==> src/rtl/usb_irq_pkg.sv <==
package usb_irq_pkg;
  typedef logic [31:0] word_t;

  localparam logic [7:0] OFS_REV       = 8'h00;
  localparam logic [7:0] OFS_CTRL      = 8'h04;
  localparam logic [7:0] OFS_STAT      = 8'h08;
  localparam logic [7:0] OFS_EP_SRC    = 8'h20;
  localparam logic [7:0] OFS_EP_SSET   = 8'h24;
  localparam logic [7:0] OFS_EP_SCLR   = 8'h28;
  localparam logic [7:0] OFS_EP_MSK    = 8'h2C;
  localparam logic [7:0] OFS_EP_MSET   = 8'h30;
  localparam logic [7:0] OFS_EP_MCLR   = 8'h34;
  localparam logic [7:0] OFS_EP_PEND   = 8'h38;
  localparam logic [7:0] OFS_CO_SRC    = 8'h40;
  localparam logic [7:0] OFS_CO_SSET   = 8'h44;
  localparam logic [7:0] OFS_CO_SCLR   = 8'h48;
  localparam logic [7:0] OFS_CO_MSK    = 8'h4C;
  localparam logic [7:0] OFS_CO_MSET   = 8'h50;
  localparam logic [7:0] OFS_CO_MCLR   = 8'h54;
  localparam logic [7:0] OFS_CO_PEND   = 8'h58;
  localparam logic [7:0] OFS_EOI       = 8'h60;

  // Next value of a sticky bit vector: host set, then host clear, then
  // hardware set on top so a hardware event survives a same-cycle clear.
  function automatic word_t sticky_next(word_t cur, word_t set_b, word_t clr_b,
                                        word_t hw_b, word_t impl);
    return (((cur | set_b) & ~clr_b) | hw_b) & impl;
  endfunction

  // Data carried by an alias write: the write data when the offset hits.
  function automatic word_t alias_bits(logic hit, word_t data);
    return hit ? data : '0;
  endfunction
endpackage

==> src/rtl/irq_group.sv <==
module irq_group
  import usb_irq_pkg::*;
#(
  parameter int          W    = 32,
  parameter logic [W-1:0] IMPL = '1
) (
  input  logic         clk,
  input  logic         rst_n,
  input  logic         srst,
  input  logic [W-1:0] hw_set,
  input  logic [W-1:0] src_set,
  input  logic [W-1:0] src_clr,
  input  logic [W-1:0] msk_set,
  input  logic [W-1:0] msk_clr,
  output logic [W-1:0] src,
  output logic [W-1:0] msk,
  output logic [W-1:0] pend
);
  localparam word_t IMPL_W = word_t'(IMPL);

  logic [W-1:0] src_d, msk_d;

  always_comb begin
    src_d = W'(sticky_next(word_t'(src), word_t'(src_set), word_t'(src_clr),
                           word_t'(hw_set), IMPL_W));
    msk_d = W'(sticky_next(word_t'(msk), word_t'(msk_set), word_t'(msk_clr),
                           '0, IMPL_W));
  end

  always_ff @(posedge clk or negedge rst_n) begin
    if (!rst_n) begin
      src <= '0;
      msk <= '0;
    end else if (srst) begin
      src <= '0;
      msk <= '0;
    end else begin
      src <= src_d;
      msk <= msk_d;
    end
  end

  assign pend = src & msk;
endmodule

==> src/rtl/irq_arm.sv <==
module irq_arm (
  input  logic clk,
  input  logic rst_n,
  input  logic pending,
  input  logic eoi,
  input  logic srst,
  output logic irq,
  output logic armed
);
  logic fire;
  assign fire = armed & pending;

  always_ff @(posedge clk or negedge rst_n) begin
    if (!rst_n) begin
      armed <= 1'b1;
      irq   <= 1'b0;
    end else begin
      irq <= pending & (irq | armed);
      if (srst || eoi)  armed <= 1'b1;
      else if (fire)    armed <= 1'b0;
    end
  end
endmodule

==> src/rtl/usb_irq_wrap.sv <==
module usb_irq_wrap
  import usb_irq_pkg::*;
#(
  parameter int    TX_EPS    = 16,
  parameter int    RX_EPS    = 16,
  parameter int    CORE_EVTS = 9,
  parameter int    CORE_LSB  = 16,
  parameter word_t REV_ID    = 32'h0002_0001
) (
  input  logic                 clk,
  input  logic                 rst_n,
  input  logic                 bus_wr,
  input  logic [7:0]           bus_addr,
  input  logic [31:0]          bus_wdata,
  output logic [31:0]          bus_rdata,
  input  logic [TX_EPS-1:0]    ep_tx_evt,
  input  logic [RX_EPS-1:0]    ep_rx_evt,
  input  logic [CORE_EVTS-1:0] core_evt,
  input  logic                 vbus_drv_lvl,
  output logic                 irq_o
);
  localparam int EP_W = TX_EPS + RX_EPS;
  localparam logic [EP_W-1:0] EP_IMPL = ~(EP_W'(1) << TX_EPS);

  // named internal events
  logic                 srst_wr, eoi_wr, armed, pending;
  logic [EP_W-1:0]      ep_hw_set, ep_src, ep_msk, ep_pend;
  logic [CORE_EVTS-1:0] core_src, core_msk, core_pend;

  function automatic logic hit(logic [7:0] ofs);
    return bus_wr && (bus_addr == ofs);
  endfunction

  assign srst_wr   = hit(OFS_CTRL) && bus_wdata[0];
  assign eoi_wr    = hit(OFS_EOI);
  assign ep_hw_set = {ep_rx_evt, ep_tx_evt};
  assign pending   = (|ep_pend) | (|core_pend);

  irq_group #(.W(EP_W), .IMPL(EP_IMPL)) u_ep (
    .clk     (clk),
    .rst_n   (rst_n),
    .srst    (srst_wr),
    .hw_set  (ep_hw_set),
    .src_set (EP_W'(alias_bits(hit(OFS_EP_SSET), bus_wdata))),
    .src_clr (EP_W'(alias_bits(hit(OFS_EP_SCLR), bus_wdata))),
    .msk_set (EP_W'(alias_bits(hit(OFS_EP_MSET), bus_wdata))),
    .msk_clr (EP_W'(alias_bits(hit(OFS_EP_MCLR), bus_wdata))),
    .src     (ep_src),
    .msk     (ep_msk),
    .pend    (ep_pend)
  );

  irq_group #(.W(CORE_EVTS)) u_core (
    .clk     (clk),
    .rst_n   (rst_n),
    .srst    (srst_wr),
    .hw_set  (core_evt),
    .src_set (CORE_EVTS'(alias_bits(hit(OFS_CO_SSET), bus_wdata) >> CORE_LSB)),
    .src_clr (CORE_EVTS'(alias_bits(hit(OFS_CO_SCLR), bus_wdata) >> CORE_LSB)),
    .msk_set (CORE_EVTS'(alias_bits(hit(OFS_CO_MSET), bus_wdata) >> CORE_LSB)),
    .msk_clr (CORE_EVTS'(alias_bits(hit(OFS_CO_MCLR), bus_wdata) >> CORE_LSB)),
    .src     (core_src),
    .msk     (core_msk),
    .pend    (core_pend)
  );

  irq_arm u_arm (
    .clk     (clk),
    .rst_n   (rst_n),
    .pending (pending),
    .eoi     (eoi_wr),
    .srst    (srst_wr),
    .irq     (irq_o),
    .armed   (armed)
  );

  always_comb begin
    case (bus_addr)
      OFS_REV:     bus_rdata = REV_ID;
      OFS_STAT:    bus_rdata = word_t'(vbus_drv_lvl);
      OFS_EP_SRC:  bus_rdata = word_t'(ep_src);
      OFS_EP_MSK:  bus_rdata = word_t'(ep_msk);
      OFS_EP_PEND: bus_rdata = word_t'(ep_pend);
      OFS_CO_SRC:  bus_rdata = word_t'(core_src) << CORE_LSB;
      OFS_CO_MSK:  bus_rdata = word_t'(core_msk) << CORE_LSB;
      OFS_CO_PEND: bus_rdata = word_t'(core_pend) << CORE_LSB;
      default:     bus_rdata = '0;
    endcase
  end
endmodule

==> config.mk <==
export PLATFORM = sky130hd
export DESIGN_NAME = usb_irq_wrap
export DESIGN_NICKNAME = d
export VERILOG_FILES = /design/src/rtl/usb_irq_pkg.sv /design/src/rtl/irq_group.sv /design/src/rtl/irq_arm.sv /design/src/rtl/usb_irq_wrap.sv
export SDC_FILE = /design/constraint.sdc
export NUM_CORES = 1
export LEC_CHECK = 0
export BUFFER_PORTS_ARGS = -buffer_cell sky130_fd_sc_hd__buf_2
export CORE_ASPECT_RATIO = 1.2
export CORE_MARGIN = 8
export CORE_UTILIZATION = 50
export CTS_CLUSTER_DIAMETER = 40
export DETAILED_ROUTE_END_ITERATION = 12
export HOLD_SLACK_MARGIN = 0.06
export PLACE_DENSITY = 0.85
export SYNTH_ARGS = -nofsm -noshare
export SYNTH_HDL_FRONTEND = slang
export SYNTH_SLANG_ARGS = --single-unit
export TNS_END_PERCENT = 20
==> constraint.sdc <==
create_clock -name clk -period 4.1 [get_ports clk]
set_input_delay 0.82 -clock clk [delete_from_list [all_inputs] [get_ports clk]]
set_output_delay 0.82 -clock clk [all_outputs]
set_load 0.01 [all_outputs]
==> results.md <==
* Status: finished, final reports clean
* Netlist Area Pre-Place at 0.00463 mm²
* Inst Count DP at roughly 740
* Ys flop type: dfrtp_1
* Post-synth top cells: a21oi_1 (146), dfrtp_1 (81), o21a_1 (41)
* F_max at between 200 and 300 MHz
* Io pins at about 120
* Setup repair bufs after CTS at 0
* RD Place Congestion at 0.931
* Total track usage at 23.7%
* Post-synth top area share at between 40 and 50%
* Number of global-route vias before repair at 4,683
* Worst hold path depth at 1
* First-pass GRT wire length at 24.1 mm
* Maxcap violations at 0
* R2R depth at 5
* DRT antenna net count at 0
* Leakage dissipation at 2.40 nW
* Flop and latch count out of synthesis at 82
* CTS root buffer: clkbuf_8
* Sequential power share at roughly half
* Pint at 0.00130 W
* Hold slack final at approximately 0.48 ns
* Drt pass-1 iters at 5
* Die height at between 100 and 150 µm
* Area delta synth->final at 19.2%
* Post-CTS Resized at 0
* R2R Setup Slk at 2.16 ns
* 1st-iter DRT viols at 474
* Yosys top cell by area: dfrtp_1
* Vias at 4,751
* Clock sinks at 82
* Final Setup Violations at 0
* Pre-CTS setup slack at 0.650 ns
* Slew HR at between 20% and 30%
* Worst-path maximum fanout at 31
* CP required at 3.28 ns
* Syn Nets at 614
* Initial Util at 51.3%
* Hold EP: u_arm.irq$_DFF_PN0_
* Chip Width at about 100 µm
* Antenna Cells at 0
* Slew Viols, Final at 0
* Tmin final at 3.50 ns
* IO buf count at 116
* Post-synthesis async set-or-reset flop share at 100%
* Reg2reg end: u_arm.armed$_DFFE_PN1P_
* Arrival @ worst endpoint at 2.68 ns
* Combinational share of power at 9.3%
* PnR worst setup slack at around 0.60 ns
* Worst Setup End Kind: primary output
* Unique cell type count in the Yosys netlist at 39
* TritonCTS clock tree: done
* Post-synthesis sequential area ratio at 44.3%
* Switching Fraction at between 20% and 30%
* Clk slew on worst S/H paths at 0.07 ns
* Post-route insts no fill at 754
* Pwr per Cell Area at a little over 300 mW/mm²
* Post-DP HPWL at 10.3 mm
* Fillcell total at 806
* Clk_skew at 0.00891 ns
* DRC at 0
* R2r startpoint: u_ep.msk[23]$_DFF_PN0_
* Clock group share of total power at 40.9%
* CP Launch Type: primary input
* Cts hold-fix bufs at 0
* Latest clock arrival within the worst-skew pair at 0.36 ns
* Synth Area per Inst at 8.76 µm²
* Initial antenna violation count at 0
* Synth area leaders: dfrtp_1 (44%), a21oi_1 (16%), o21a_1 (6.6%)
* Layout cells sized above 1 at 24.8%
* Crit path launch: bus_addr[6]
* Row count at 38
* Largest net degree at the start of global routing at 83
* Yosys warns at 0
* Crit Path Category: in -> out
* Tcrit/Tclk final at a little under nine tenths
* H-tree depth at 3
* Post-Synthesis Cells at around 530
* Worst hold start: u_arm.irq$_DFF_PN0_
* Routed Wire Length at 15.1 mm
* Area taken by multi-input logic gates at around 0.0023 mm²
* Class of the worst hold path: reg -> reg
* Clock Path Buffers at 2
* Core box area at 0.00903 mm²
* Remaining Overflow, GRT at 0
* RSZ-0062 raised after global routing: no
* Most frequent cell after synthesis: a21oi_1
* FF/Latch Area at between 0.002 and 0.0025 mm²
* Via density at around 6.3
* Fin. Hold Viols at 0
* TNS Setup at 0 ns
* EDFF count, synth at 0
* CTS Buf Count at 9
* Full die area at 0.0126 mm²
* Maximum vdd ir drop at 0.000206 V
* Pwr Total at 0.00172 W
* Nets@finish at 714
* WL per Instance at 20.1 µm
* Worst Tran Pin Value at 1.05 ns
* Net Switching at about 0.00042 W
## layout make-up
cell class,instances,share of cell area (%)
Clock inverter,5,1.86
Tap cell,120,2.72
Sequential cell,82,37.2
Timing Repair Buffer,130,12.5
Multi-Input combinational cell,377,41.5
Inverter,29,1.97
Clock buffer,11,2.38
## cell families (layout without fill, tap and decap cells)
family                 after synthesis  after routing  share of synthesized area (%)
AOI/OAI and AO/OA                  293            293                           38.4
and+or+nand+nor                     84             84                           10.6
DFF                                 82             82                           44.3
buffers and inverters               70            175                           6.70
## worst max-delay path by stage
stage	endpoint	slack [ns]
floorplan	bus_rdata[2]	1.07
global placement	bus_rdata[22]	0.65
detailed placement	bus_rdata[22]	0.65
global route	bus_rdata[0]	0.51
finish	bus_rdata[22]	0.60
CTS	bus_rdata[22]	0.62
## per-layer routing
metal	wire length [µm]	track usage [%]
met4	326	10.2
met2	7620	39.8
met1	5880	28.3
met5	0	0
met3	1300	6.06
## power by group through the flow
| stage | Combinational (W) | Sequential [W] | Clock [W] |
|---|---|---|---|
| after CTS | 0.000160 | 0.000855 | 0.000710 |
| after floorplan | 0.0000660 | 0.000866 | 0 |
| after global placement | 0.000155 | 0.000869 | 0 |
| after detailed placement | 0.000160 | 0.000871 | 0 |
| after global routing | 0.000176 | 0.000859 | 0.000750 |
| final | 0.000161 | 0.000855 | 0.000704 |
## cell usage in the layout, fill, tap and decap left out, types with 2 or more instances in the layout
cell type / n
nor2_1: 2
buf_2: 115
nand4_1: 9
a22oi_1: 17
a22o_1: 6
clkbuf_8: 9
clkbuf_1: 2
a211oi_1: 39
inv_1: 29
a31oi_1: 9
a221oi_1: 5
nand3_1: 9
nand2b_1: 8
dfrtp_1: 81
nor3_2: 2
o21ai_0: 24
a21oi_1: 146
or4b_4: 2
nand4bb_1: 2
nor4_1: 2
o21a_1: 41
and3_1: 2
buf_4: 15
bufinv_16: 3
nor2_2: 4
nand2_1: 31
o221ai_1: 2
## stage by stage
stage / cell area [µm²] / utilization [%]
floorplan: 4630 / -
global placement: 5290 / 58.6
detailed placement: 5290 / 58.6
CTS: 5530 / 61.2
global route: 5530 / 61.2
finish: 5530 / 61.2
## flip-flops by register name (all words and copies together), names as in the netlist
name	cells
u_ep.msk	31
u_ep.src	31
u_core.msk	9
u_core.src	9
u_arm.armed	1
u_arm.irq	1
## critical path, stage by stage
cell and delay [ns]:
buf_2 0.12, or4b_4 0.61, nor4_4 0.22, buf_4 0.40
a21oi_1 0.07, nand2b_1 0.16, nand4_1 0.10, buf_2 0.15
Note: power is estimated with default switching activity, not from simulation.
